<file path="src/rtl/ctpa_pkg.sv">
package ctpa_pkg;

    typedef enum logic {
        SHUF_INSERT = 1'b0,
        SHUF_RANDOM = 1'b1
    } shuf_mode_e;

    localparam logic [15:0] LFSR_SEED = 16'hACE1;

    // One step of the 16-bit Fibonacci LFSR
    function automatic logic [15:0] lfsr_next(input logic [15:0] s);
        return {s[14:0], s[15] ^ s[13] ^ s[12] ^ s[10]};
    endfunction

    // Insertion move: top rank wraps to the bottom, others rise by one
    function automatic int ins_map(input int r, input int n);
        return (r == n - 1) ? 0 : r + 1;
    endfunction

    // Two rounds of conditional adjacent swaps on rank values
    // (nthr/2 + (nthr-1)/2 bits are used, so nthr must not exceed 16)
    function automatic int rnd_map(input int r, input int n,
                                   input logic [15:0] s, input int nthr);
        int v;
        v = r;
        for (int k = 0; k < nthr / 2; k++) begin
            if ((2 * k + 1) < n && s[k]) begin
                if (v == 2 * k)          v = 2 * k + 1;
                else if (v == 2 * k + 1) v = 2 * k;
            end
        end
        for (int k = 0; k < (nthr - 1) / 2; k++) begin
            if ((2 * k + 2) < n && s[nthr / 2 + k]) begin
                if (v == 2 * k + 1)      v = 2 * k + 2;
                else if (v == 2 * k + 2) v = 2 * k + 1;
            end
        end
        return v;
    endfunction

endpackage

</file>
<file path="src/rtl/ctpa_ranker.sv">
module ctpa_ranker #(
    parameter  int NTHR = 8,
    parameter  int CW   = 8,
    localparam int TW   = $clog2(NTHR)
) (
    input  logic [NTHR*CW-1:0] intensity_i,
    input  logic [NTHR*CW-1:0] hit_i,
    input  logic [NTHR*CW-1:0] blp_i,
    input  logic [CW-1:0]      thr_i,
    input  logic [TW:0]        gap_thr_i,
    output logic [NTHR-1:0]    lat_o,
    output logic [NTHR*TW-1:0] rank_o,
    output logic [TW:0]        nbw_o,
    output logic               ins_o
);

    localparam logic [TW-1:0] ONE_R = 1;
    localparam logic [TW:0]   ONE_N = 1;

    logic [CW-1:0]        inten [NTHR];
    logic [CW-1:0]        hit   [NTHR];
    logic [CW-1:0]        blp   [NTHR];
    logic                 lat   [NTHR];
    logic [TW-1:0]        hr    [NTHR];
    logic [TW-1:0]        br    [NTHR];
    logic [TW-1:0]        rk    [NTHR];
    logic signed [TW+1:0] nice  [NTHR];
    logic signed [TW+1:0] mx, mn;
    logic [TW+1:0]        gap;
    logic                 seen;

    always_comb begin
        nbw_o = '0;
        for (int i = 0; i < NTHR; i++) begin
            inten[i] = intensity_i[i*CW +: CW];
            hit[i]   = hit_i[i*CW +: CW];
            blp[i]   = blp_i[i*CW +: CW];
            lat[i]   = inten[i] < thr_i;
            lat_o[i] = lat[i];
            if (!lat[i]) nbw_o = nbw_o + ONE_N;
        end
        // ordinal ranks of hit rate and bank parallelism, ties by ID
        for (int i = 0; i < NTHR; i++) begin
            hr[i] = '0;
            br[i] = '0;
            for (int j = 0; j < NTHR; j++) begin
                if (j != i) begin
                    if (hit[j] < hit[i] || (hit[j] == hit[i] && j < i)) hr[i] = hr[i] + ONE_R;
                    if (blp[j] < blp[i] || (blp[j] == blp[i] && j < i)) br[i] = br[i] + ONE_R;
                end
            end
            nice[i] = $signed({2'b00, br[i]}) - $signed({2'b00, hr[i]});
        end
        // rank inside the bandwidth group: nicest on top, lower ID wins ties
        for (int i = 0; i < NTHR; i++) begin
            rk[i] = '0;
            if (!lat[i]) begin
                for (int j = 0; j < NTHR; j++) begin
                    if (j != i && !lat[j] &&
                        (nice[j] < nice[i] || (nice[j] == nice[i] && j > i)))
                        rk[i] = rk[i] + ONE_R;
                end
            end
            rank_o[i*TW +: TW] = rk[i];
        end
        // niceness spread of the bandwidth group
        seen = 1'b0;
        mx   = '0;
        mn   = '0;
        for (int i = 0; i < NTHR; i++) begin
            if (!lat[i]) begin
                if (!seen) begin
                    mx = nice[i];
                    mn = nice[i];
                end else begin
                    if (nice[i] > mx) mx = nice[i];
                    if (nice[i] < mn) mn = nice[i];
                end
                seen = 1'b1;
            end
        end
        gap   = mx - mn;
        ins_o = !seen || (gap > {1'b0, gap_thr_i});
    end

endmodule

</file>
<file path="src/rtl/ctpa_rank_state.sv">
module ctpa_rank_state
    import ctpa_pkg::*;
#(
    parameter  int NTHR = 8,
    parameter  int QW   = 16,
    localparam int TW   = $clog2(NTHR)
) (
    input  logic               clk,
    input  logic               rst,
    input  logic [QW-1:0]      qlen_i,
    input  logic [QW-1:0]      sint_i,
    input  logic [NTHR-1:0]    snap_lat_i,
    input  logic [NTHR*TW-1:0] snap_rank_i,
    input  logic [TW:0]        snap_nbw_i,
    input  logic               snap_ins_i,
    output logic [NTHR-1:0]    lat_o,
    output logic [NTHR*TW-1:0] rank_o
);

    localparam logic [QW:0] ONE_Q = 1;
    localparam logic [TW:0] ONE_N = 1;

    logic [QW-1:0]      qcnt, scnt;
    logic [QW:0]        qnext, snext;
    logic               q_end, shuf_due;
    logic [NTHR-1:0]    lat_r;
    logic [NTHR*TW-1:0] rank_r, rank_shuf;
    logic [TW:0]        nbw_r;
    shuf_mode_e         mode_r;
    logic [15:0]        lfsr_r;

    always_comb begin
        qnext    = {1'b0, qcnt} + ONE_Q;
        snext    = {1'b0, scnt} + ONE_Q;
        q_end    = qnext >= {1'b0, qlen_i};
        shuf_due = !q_end && (sint_i != '0) && (snext >= {1'b0, sint_i});
    end

    for (genvar g = 0; g < NTHR; g++) begin : g_thr
        always_comb begin
            if (lat_r[g])
                rank_shuf[g*TW +: TW] = rank_r[g*TW +: TW];
            else if (mode_r == SHUF_INSERT)
                rank_shuf[g*TW +: TW] = TW'(ins_map(int'(rank_r[g*TW +: TW]), int'(nbw_r)));
            else
                rank_shuf[g*TW +: TW] = TW'(rnd_map(int'(rank_r[g*TW +: TW]), int'(nbw_r),
                                                    lfsr_r, NTHR));
        end

        // a bandwidth thread's rank lies inside its group
        a_r3_rank_in_group: assert property (@(posedge clk) disable iff (rst)
            !lat_r[g] |-> ({1'b0, rank_r[g*TW +: TW]} < nbw_r));

        // insertion wraps the top-ranked thread to the bottom
        a_r5_top_wraps: assert property (@(posedge clk) disable iff (rst)
            (shuf_due && mode_r == SHUF_INSERT && !lat_r[g] &&
             {1'b0, rank_r[g*TW +: TW]} == nbw_r - ONE_N)
            |=> (rank_r[g*TW +: TW] == '0));
    end

    always_ff @(posedge clk) begin
        if (rst) begin
            qcnt   <= '0;
            scnt   <= '0;
            lat_r  <= '1;
            rank_r <= '0;
            nbw_r  <= '0;
            mode_r <= SHUF_INSERT;
            lfsr_r <= LFSR_SEED;
        end else if (q_end) begin
            qcnt   <= '0;
            scnt   <= '0;
            lat_r  <= snap_lat_i;
            rank_r <= snap_rank_i;
            nbw_r  <= snap_nbw_i;
            mode_r <= snap_ins_i ? SHUF_INSERT : SHUF_RANDOM;
        end else begin
            qcnt <= qnext[QW-1:0];
            if (shuf_due) begin
                scnt   <= '0;
                rank_r <= rank_shuf;
                if (mode_r == SHUF_RANDOM) lfsr_r <= lfsr_next(lfsr_r);
            end else begin
                scnt <= snext[QW-1:0];
            end
        end
    end

    assign lat_o  = lat_r;
    assign rank_o = rank_r;

    // nothing moves between quantum ends and shuffles
    a_r7_hold: assert property (@(posedge clk) disable iff (rst)
        (!q_end && !shuf_due) |=> ($stable(rank_r) && $stable(lat_r)));

    // the LFSR only steps on a random shuffle
    a_r6_lfsr_still: assert property (@(posedge clk) disable iff (rst)
        !(shuf_due && mode_r == SHUF_RANDOM) |=> $stable(lfsr_r));

endmodule

</file>
<file path="src/rtl/ctpa_grant.sv">
module ctpa_grant #(
    parameter  int NTHR = 8,
    parameter  int NREQ = 8,
    localparam int TW   = $clog2(NTHR),
    localparam int PW   = TW + 1
) (
    input  logic [NTHR*PW-1:0] prio_i,
    input  logic [NREQ-1:0]    vld_i,
    input  logic [NREQ*TW-1:0] tid_i,
    output logic [NREQ-1:0]    gnt_o
);

    logic [PW-1:0]    prio_a [NTHR];
    logic [TW-1:0]    tid;
    logic [PW+TW-1:0] key, best;
    logic             found;
    int               idx;

    for (genvar g = 0; g < NTHR; g++) begin : g_unpack
        assign prio_a[g] = prio_i[g*PW +: PW];
    end

    // key = {priority, inverted ID}: larger key wins, first entry on a tie
    always_comb begin
        gnt_o = '0;
        found = 1'b0;
        best  = '0;
        idx   = 0;
        tid   = '0;
        key   = '0;
        for (int e = 0; e < NREQ; e++) begin
            tid = tid_i[e*TW +: TW];
            key = {prio_a[tid], ~tid};
            if (vld_i[e] && (!found || key > best)) begin
                found = 1'b1;
                best  = key;
                idx   = e;
            end
        end
        if (found) gnt_o[idx] = 1'b1;
    end

endmodule

</file>
<file path="src/rtl/ctpa_arbiter.sv">
module ctpa_arbiter #(
    parameter  int NTHR   = 8,
    parameter  int CNT_W  = 8,
    parameter  int QLEN_W = 16,
    parameter  int NREQ   = 8,
    localparam int TW     = $clog2(NTHR),
    localparam int PW     = TW + 1
) (
    input  logic                  clk,
    input  logic                  rst,
    input  logic [NTHR*CNT_W-1:0] intensity_i,
    input  logic [NTHR*CNT_W-1:0] hit_rate_i,
    input  logic [NTHR*CNT_W-1:0] blp_i,
    input  logic [CNT_W-1:0]      int_thresh_i,
    input  logic [TW:0]           gap_thresh_i,
    input  logic [QLEN_W-1:0]     quantum_len_i,
    input  logic [QLEN_W-1:0]     shuffle_int_i,
    input  logic [NREQ-1:0]       req_valid_i,
    input  logic [NREQ*TW-1:0]    req_tid_i,
    output logic [NTHR*PW-1:0]    prio_o,
    output logic [NREQ-1:0]       grant_o
);

    logic [NTHR-1:0]    snap_lat, lat_w;
    logic [NTHR*TW-1:0] snap_rank, rank_w;
    logic [TW:0]        snap_nbw;
    logic               snap_ins;

    ctpa_ranker #(.NTHR(NTHR), .CW(CNT_W)) i_ranker (
        .intensity_i (intensity_i),
        .hit_i       (hit_rate_i),
        .blp_i       (blp_i),
        .thr_i       (int_thresh_i),
        .gap_thr_i   (gap_thresh_i),
        .lat_o       (snap_lat),
        .rank_o      (snap_rank),
        .nbw_o       (snap_nbw),
        .ins_o       (snap_ins)
    );

    ctpa_rank_state #(.NTHR(NTHR), .QW(QLEN_W)) i_state (
        .clk         (clk),
        .rst         (rst),
        .qlen_i      (quantum_len_i),
        .sint_i      (shuffle_int_i),
        .snap_lat_i  (snap_lat),
        .snap_rank_i (snap_rank),
        .snap_nbw_i  (snap_nbw),
        .snap_ins_i  (snap_ins),
        .lat_o       (lat_w),
        .rank_o      (rank_w)
    );

    for (genvar g = 0; g < NTHR; g++) begin : g_prio
        assign prio_o[g*PW +: PW] = lat_w[g] ? PW'(NTHR) : {1'b0, rank_w[g*TW +: TW]};
    end

    ctpa_grant #(.NTHR(NTHR), .NREQ(NREQ)) i_grant (
        .prio_i (prio_o),
        .vld_i  (req_valid_i),
        .tid_i  (req_tid_i),
        .gnt_o  (grant_o)
    );

    // at most one entry granted, and only valid ones
    a_r8_onehot: assert property (@(posedge clk) disable iff (rst)
        $onehot0(grant_o) && ((grant_o & ~req_valid_i) == '0));

    // some entry is granted whenever one is pending
    a_r8_serves: assert property (@(posedge clk) disable iff (rst)
        (req_valid_i != '0) |-> (grant_o != '0));

endmodule

</file>
<file path="config.mk">
export PLATFORM = sky130hd
export DESIGN_NAME = ctpa_arbiter
export DESIGN_NICKNAME = d
export VERILOG_FILES = /design/src/rtl/ctpa_pkg.sv /design/src/rtl/ctpa_ranker.sv /design/src/rtl/ctpa_rank_state.sv /design/src/rtl/ctpa_grant.sv /design/src/rtl/ctpa_arbiter.sv
export SDC_FILE = /design/constraint.sdc
export NUM_CORES = 2
export LEC_CHECK = 0
export CAP_MARGIN = 15
export CELL_PAD_IN_SITES_DETAIL_PLACEMENT = 0
export CELL_PAD_IN_SITES_GLOBAL_PLACEMENT = 2
export CORE_AREA = 2 2 299 301
export CTS_BUF_LIST = sky130_fd_sc_hd__clkbuf_8 sky130_fd_sc_hd__clkbuf_16
export DETAILED_ROUTE_END_ITERATION = 6
export DIE_AREA = 0 0 301 303
export DONT_BUFFER_PORTS = 1
export GPL_TIMING_DRIVEN = 0
export PLACE_DENSITY = 0.82
export SLEW_MARGIN = 20
export SYNTH_ARGS = -nofsm -noshare
export SYNTH_HDL_FRONTEND = slang
export SYNTH_SLANG_ARGS = --single-unit
export TNS_END_PERCENT = 20
</file>
<file path="constraint.sdc">
create_clock -name clk -period 34.1 [get_ports clk]
set_input_delay 6.82 -clock clk [delete_from_list [all_inputs] [get_ports clk]]
set_output_delay 6.82 -clock clk [all_outputs]
set_load 0.01 [all_outputs]
</file>
== Word-level counts from Yosys, hierarchy flattened ==
Cells that the tools add are included.

* Reductions and logical operators: 203
* Bitwise logic cells: 20
* Add/sub/neg operators: 171
* Eq/ne operators: 204
* $lt $le $gt $ge: 217
* Mux-type cells: 631

{| class="wikitable"
|+ Operator list
! kind !! count
|-
| $mux W32 || 232
|-
| $eq A32 B4 Y1 const B || 56
|-
| $eq A32 B3 Y1 const B || 32
|-
| $lt A8 B8 Y1 || 120
|-
| $mux W3 || 260
|-
| $eq A8 B8 Y1 || 56
|-
| $add A3 B1 Y3 const B || 136
|-
| $lt A5 B5 Y1 || 63
|-
| $eq A32 B2 Y1 const B || 8
|-
| $eq A4 B32 Y1 || 8
|-
| $mux W5 || 43
|-
| $eq A5 B5 Y1 || 28
|-
| $mux W4 || 31
|-
| $bmux W4 S3 || 8
|-
| $logic_or A1 B1 Y1 || 92
|-
| $logic_and A1 B1 Y1 || 73
|-
| $gt A7 B7 Y1 || 7
|-
| $mux W7 || 7
|-
| $mux W24 || 2
|-
| $mux W1 || 44
|-
| $gt A5 B5 Y1 || 7
|-
| $add A1 B1 Y2 const B || 17
|-
| $add A16 B1 Y17 const B || 2
|-
| $ge A17 B16 Y1 || 2
|-
| other kinds (28) || 112
|}

* Logic and storage cells: 1460
* Output and inout bits: 40
* Register bits: 85

== Depth between registers and ports, before layout ==
* Word-level depth: 48
* Depth in mapped cells: 95
* Mapped depth without buffers: 95

== Hierarchy ==
From an unflattened synthesis, not the netlist that was laid out.

* Cell total of the unflattened synthesis: 4457
* Area total of the unflattened synthesis: 35833.1 µm²

{| class="wikitable"
|+ By module, submodules not included
! module !! sequential area each (µm²) !! area an instance (µm²) !! cells an instance !! instances
|-
| ctpa_ranker || 0.0 || 23636.4 || 2952 || 1
|-
| ctpa_rank_state || 1701.6 || 8013.9 || 1039 || 1
|-
| ctpa_grant || 0.0 || 4032.6 || 442 || 1
|-
| ctpa_arbiter || 0.0 || 150.1 || 24 || 1
|}

== Least setup slack after synthesis ==
Ideal clock, no wire load.

* Path kind: input-to-output
* Start: in req_tid_i[1]
* End: out grant_o[0]
* Slack: 5.475 ns
* Cell stages on the path: 80
* Required time: 27.280 ns
* Data arrival time: 21.805 ns
* Cell sequence: buf_1 mux4_2 o21ai_0 nand2_1 ha_1 o21a_1 o21a_1 o21a_1 o211ai_1 nand3_1 nor2_1 a21oi_1 ha_1 nor2b_1 o21a_1 o21a_1 o21a_1 o21a_1 (+44 left out) o21a_1 o22a_1 o21ai_1 nand2_1 a2bb2oi_1 o21a_1 ha_1 nor2b_1 o21a_1 o21a_1 o21a_1 o21a_1 o21a_1 o22a_1 a21oi_1 nand4_1 or2_2 nor2_1

* Word-level cells in the longest chain between the ends: 38
* Elaborated cells on any way between the ends: 59
* Those cells by class: order compare (9); mux (27); bitwise (2); reduce/logical (21)

{| class="wikitable"
|+ Ends and longest elaborated chain
! element !! RTL line !! RTL
|-
| from (decl) || ctpa_arbiter.sv:19 || <nowiki>input logic [NREQ*TW-1:0] req_tid_i,</nowiki>
|-
| $not A3 Y4 (implied by the code) || ctpa_grant.sv:33 || <nowiki>key = {prio_a[tid], ~tid};</nowiki>
|-
| $bmux W4 S3 || ctpa_grant.sv:33 ||
|-
| $mux W4 (implied by the code) (2 in series) || ctpa_grant.sv:33 ||
|-
| $mux W7 (*) || ctpa_grant.sv:34 || <nowiki>if (vld_i[e] && (!found || key > best)) begin</nowiki>
|-
| $gt A7 B7 Y1 || ctpa_grant.sv:34 ||
|-
| $logic_or A1 B1 Y1 || ctpa_grant.sv:34 ||
|-
| $logic_and A1 B1 Y1 || ctpa_grant.sv:34 ||
|-
| $mux W7 or $mux W1 (tied branches) || ctpa_grant.sv:34 ||
|-
| (+21 left out) || - ||
|-
| $logic_or A1 B1 Y1 || ctpa_grant.sv:34 ||
|-
| $logic_and A1 B1 Y1 || ctpa_grant.sv:34 ||
|-
| $mux W3 || ctpa_grant.sv:34 ||
|-
| $lt A3 B4 Y1 (implied by the code) or $ge A3 B1 Y1 (tied branches) || ctpa_grant.sv:40 || <nowiki>if (found) gnt_o[idx] = 1'b1;</nowiki>
|-
| $logic_and A1 B1 Y1 (implied by the code) || ctpa_grant.sv:40 ||
|-
| $mux W1 (implied by the code) || ctpa_grant.sv:40 ||
|-
| $demux W1 S3 || - ||
|-
| $mux W8 (*) || ctpa_grant.sv:40 ||
|-
| to (decl) || ctpa_arbiter.sv:21 || <nowiki>output logic [NREQ-1:0] grant_o</nowiki>
|}

Every way passes the cells marked *; elsewhere a longest branch is shown, timed or not. The select of a mux whose other input is x is not followed.

== Worst setup path in the final report ==
* Start: in req_tid_i[1]
* End: out grant_o[1]

The elaborated chain is that of the path after synthesis.

==> out/qor.yml <==
critical_path:
  crit_path_end_kind: "output port"
  start_kind: "primary input"
  data_required_time_of_the_critical_path_ns: 27.28
  worst_path_max_delay_cell: "sky130_fd_sc_hd__a41oi_1"
  cpPeakStageDelay_ns: 0.70
  regToRegSetupSlack_ns: 28.99
  r2r_cells: 17
  critical-path-top-cell-by-count: "sky130_fd_sc_hd__o21a_1"
  path_max_fanout: 10
  crit_path_category: "primary input to output port"
  r2r_end: "i_state.rank_o[10]"
  r2r_path_start: "i_state.qcnt[0]"
  setup.worst_path.start: "req_tid_i[1]"
  arrival_ns: 24.53
  critPathCapture: "grant_o[1]"
layout:
  instances_no_fill: 5585
  number_of_nets_in_the_final_layout: 5647
  post_route_cells_drive_above_1_share: 0.05657
  final_core_utilization: 0.4175
  layout-area-overhead-vs-synth_pct: 5.329
routing:
  detail_route.wirelength_um: 117400
  route.vias.total: 32070
  routed_wire_length_per_instance_um: 21.02
  remaining_drc_errors: 0
  routed_via_density: 5.742
  drtPass1Iterations: 6
  drt_first_iter_violations: 2371
  drtAntennaViolNets: 0
yosys:
  synth.distinct_cells: 91
  cell_types_with_the_highest_counts_after_synthesis: "954 x sky130_fd_sc_hd__ha_1, 387 x sky130_fd_sc_hd__inv_1, 309 x sky130_fd_sc_hd__nand2_1, 284 x sky130_fd_sc_hd__nor2_1, 281 x sky130_fd_sc_hd__o21ai_0"
  synthesis.area_mm2: 0.03487
  post_synth_inst_count: 4401
  yosys-top-cells-area: "sky130_fd_sc_hd__ha_1 34%, sky130_fd_sc_hd__xnor2_1 5.0%, sky130_fd_sc_hd__dfxtp_1 4.9%"
  synth_top_area_frac: 0.3424
  synth_area_per_cell_um2: 7.922
  warnings_synthesis: 0
  synth.largest_area_cell: "sky130_fd_sc_hd__ha_1"
  async_reset_ff_frac: 0
  share_of_the_yosys_chip_area_belonging_to_registers: 0.04880
  synth_edf_count: 0
  syn_nets: 5634
  synth.ff_latch_count: 85
  synth_top_flop_cell: "sky130_fd_sc_hd__dfxtp_1"
  yosys.cell_count.top_type: "sky130_fd_sc_hd__ha_1"
timing:
  max_slew_margin: 0.2684
  worst_pin_slew_ns: 1.094
  slew_viol_final: 0
  finClkSkew_ns: 0.01466
  period_needed_ns: 31.35
  hold-worst-slack_ns: 0.4467
  rsz0062_at_grt: "no"
  final_hold_viol_count: 0
  final_period_utilization: 0.9192
  report.final.setup_viol: 0
  fin_setup_tns_ns: 0
  max_clock_freq_mhz: 31.90
clocking:
  clkSlewWorstSetupHoldPaths_ns: 0.08
  numClockSinks: 85
  cts_tree: "built"
  worstSkewPairLatency_ns: 0.38
  htreeDepth: 3
  postCtsSetupBuffers: 0
  tritoncts.num_buffers: 9
  ctsRootBufferMaster: "sky130_fd_sc_hd__clkbuf_16"
  max-clock-path-buffers: 2
  cts-hold-fix-buffers: 0
  cts.repair.resized: 0
die:
  top_level_ports: 310
  floorplan.rows: 109
  design.core.area_mm2: 0.08797
  design.die.area_mm2: 0.09120
  die-height_um: 303
  fp.dieW_um: 301
  floorplan.initialDensity: 0.3964
outcome:
  run_status: "finished clean"
place:
  gpl.final_weighted_congestion: 0.9329
  numPlacedInstances: 5568
  dp_hpwl_um: 98880
  buffer_ports.inserted: 0
grt:
  global_route.usage.total: 0.2522
  antenna_found_initial: 1
  gr_overflow_total: 0
  grt_pass1_vias: 30610
  largest_net_degree_at_the_start_of_global_routing: 17
  grt_first_pass_wirelength_um: 179300
run:
  drv_cap: 0
min_path:
  timing.hold.worst.class: "flip-flop to flip-flop"
metrics by stage:
| stage | setup WS [ns] | cell area, um^2 |
|---|---|---|
| floorplan | 5.475 | 34870 |
| global placement | 2.988 | 36320 |
| finish | 2.754 | 36720 |
| global route | 1.448 | 36720 |
| CTS | 2.951 | 36720 |
| detailed placement | 2.982 | 36390 |
worst min path at each step:
stage / from / cells past startpoint / slack, ns / endpoint
6_report: i_state.lfsr_r[11] / 2 / 0.45 / i_state.lfsr_r[12]
3_3_place_gp: i_state.lfsr_r[7] / 2 / 0.44 / i_state.lfsr_r[8]
3_5_place_dp: i_state.lfsr_r[7] / 2 / 0.44 / i_state.lfsr_r[8]
5_1_grt: i_state.lfsr_r[9] / 2 / 0.48 / i_state.lfsr_r[9]
4_1_cts: i_state.lfsr_r[7] / 2 / 0.45 / i_state.lfsr_r[8]
2_1_floorplan: i_state.qcnt[0] / 1 / 0.43 / i_state.qcnt[0]
cells by family (layout without fill, tap and decap cells):
logic type | after synthesis | after routing | share of synthesized area
simple gates | 1206 | 1206 | 0.1710
flops | 85 | 85 | 0.04880
compound gates | 1119 | 1119 | 0.2070
xor+xnor | 321 | 321 | 0.08376
mux | 212 | 212 | 0.08828
buf+inv | 494 | 512 | 0.05340
other cells | 0 | 1 | 0
fa+ha+maj | 964 | 964 | 0.3478
final cells by class:
| class | count | area (um^2) |
|---|---|---|
| fillers | 9040 | 51240 |
| multi-input cells | 3822 | 31350 |
| flip-flops and latches | 85 | 1702 |
| inverters | 390 | 1466 |
| well taps | 1165 | 1458 |
| plain buffers | 104 | 395.4 |
| clock buffers | 9 | 225.2 |
| clock inverters | 7 | 103.9 |
| repair buffers | 2 | 18.77 |
| diodes | 1 | 2.502 |
registers in the layout (all words and copies together), names as in the netlist:
register and cells:
i_state.lat_o 8, i_state.lfsr_r 16, i_state.mode_r 1, i_state.nbw_r 4, i_state.qcnt 16, i_state.rank_o 24
i_state.scnt 16
critical path: cells and delay by family:
kind / cells / cell delay, ns
compound gates: 50 / 10.40
fa+ha+maj: 7 / 2.02
buf+inv: 4 / 1.57
mux: 2 / 0.98
simple gates: 17 / 2.66
placed cells by master (no fill, tap or decap), types with 109 or more instances in the layout:
cell type	n
sky130_fd_sc_hd__xnor2_1	197
sky130_fd_sc_hd__a21oi_1	271
sky130_fd_sc_hd__a21o_1	147
sky130_fd_sc_hd__inv_1	387
sky130_fd_sc_hd__nand2_1	309
sky130_fd_sc_hd__nor2b_1	109
sky130_fd_sc_hd__nand4_1	143
sky130_fd_sc_hd__ha_1	954
sky130_fd_sc_hd__xor2_1	113
sky130_fd_sc_hd__o21ai_0	281
sky130_fd_sc_hd__nor2_1	284
layer usage:
layer / wire length, um / part of all wire / track usage
met4: 2847 / 0.024 / 0.06172
met5: 10 / 0.000085 / 0
met3: 6256 / 0.053 / 0.03015
met2: 53110 / 0.45 / 0.4169
met1: 55200 / 0.47 / 0.3478
Power is not shown: default switching activity piles up to over one toggle a cycle in this logic, so the estimate is an artifact.
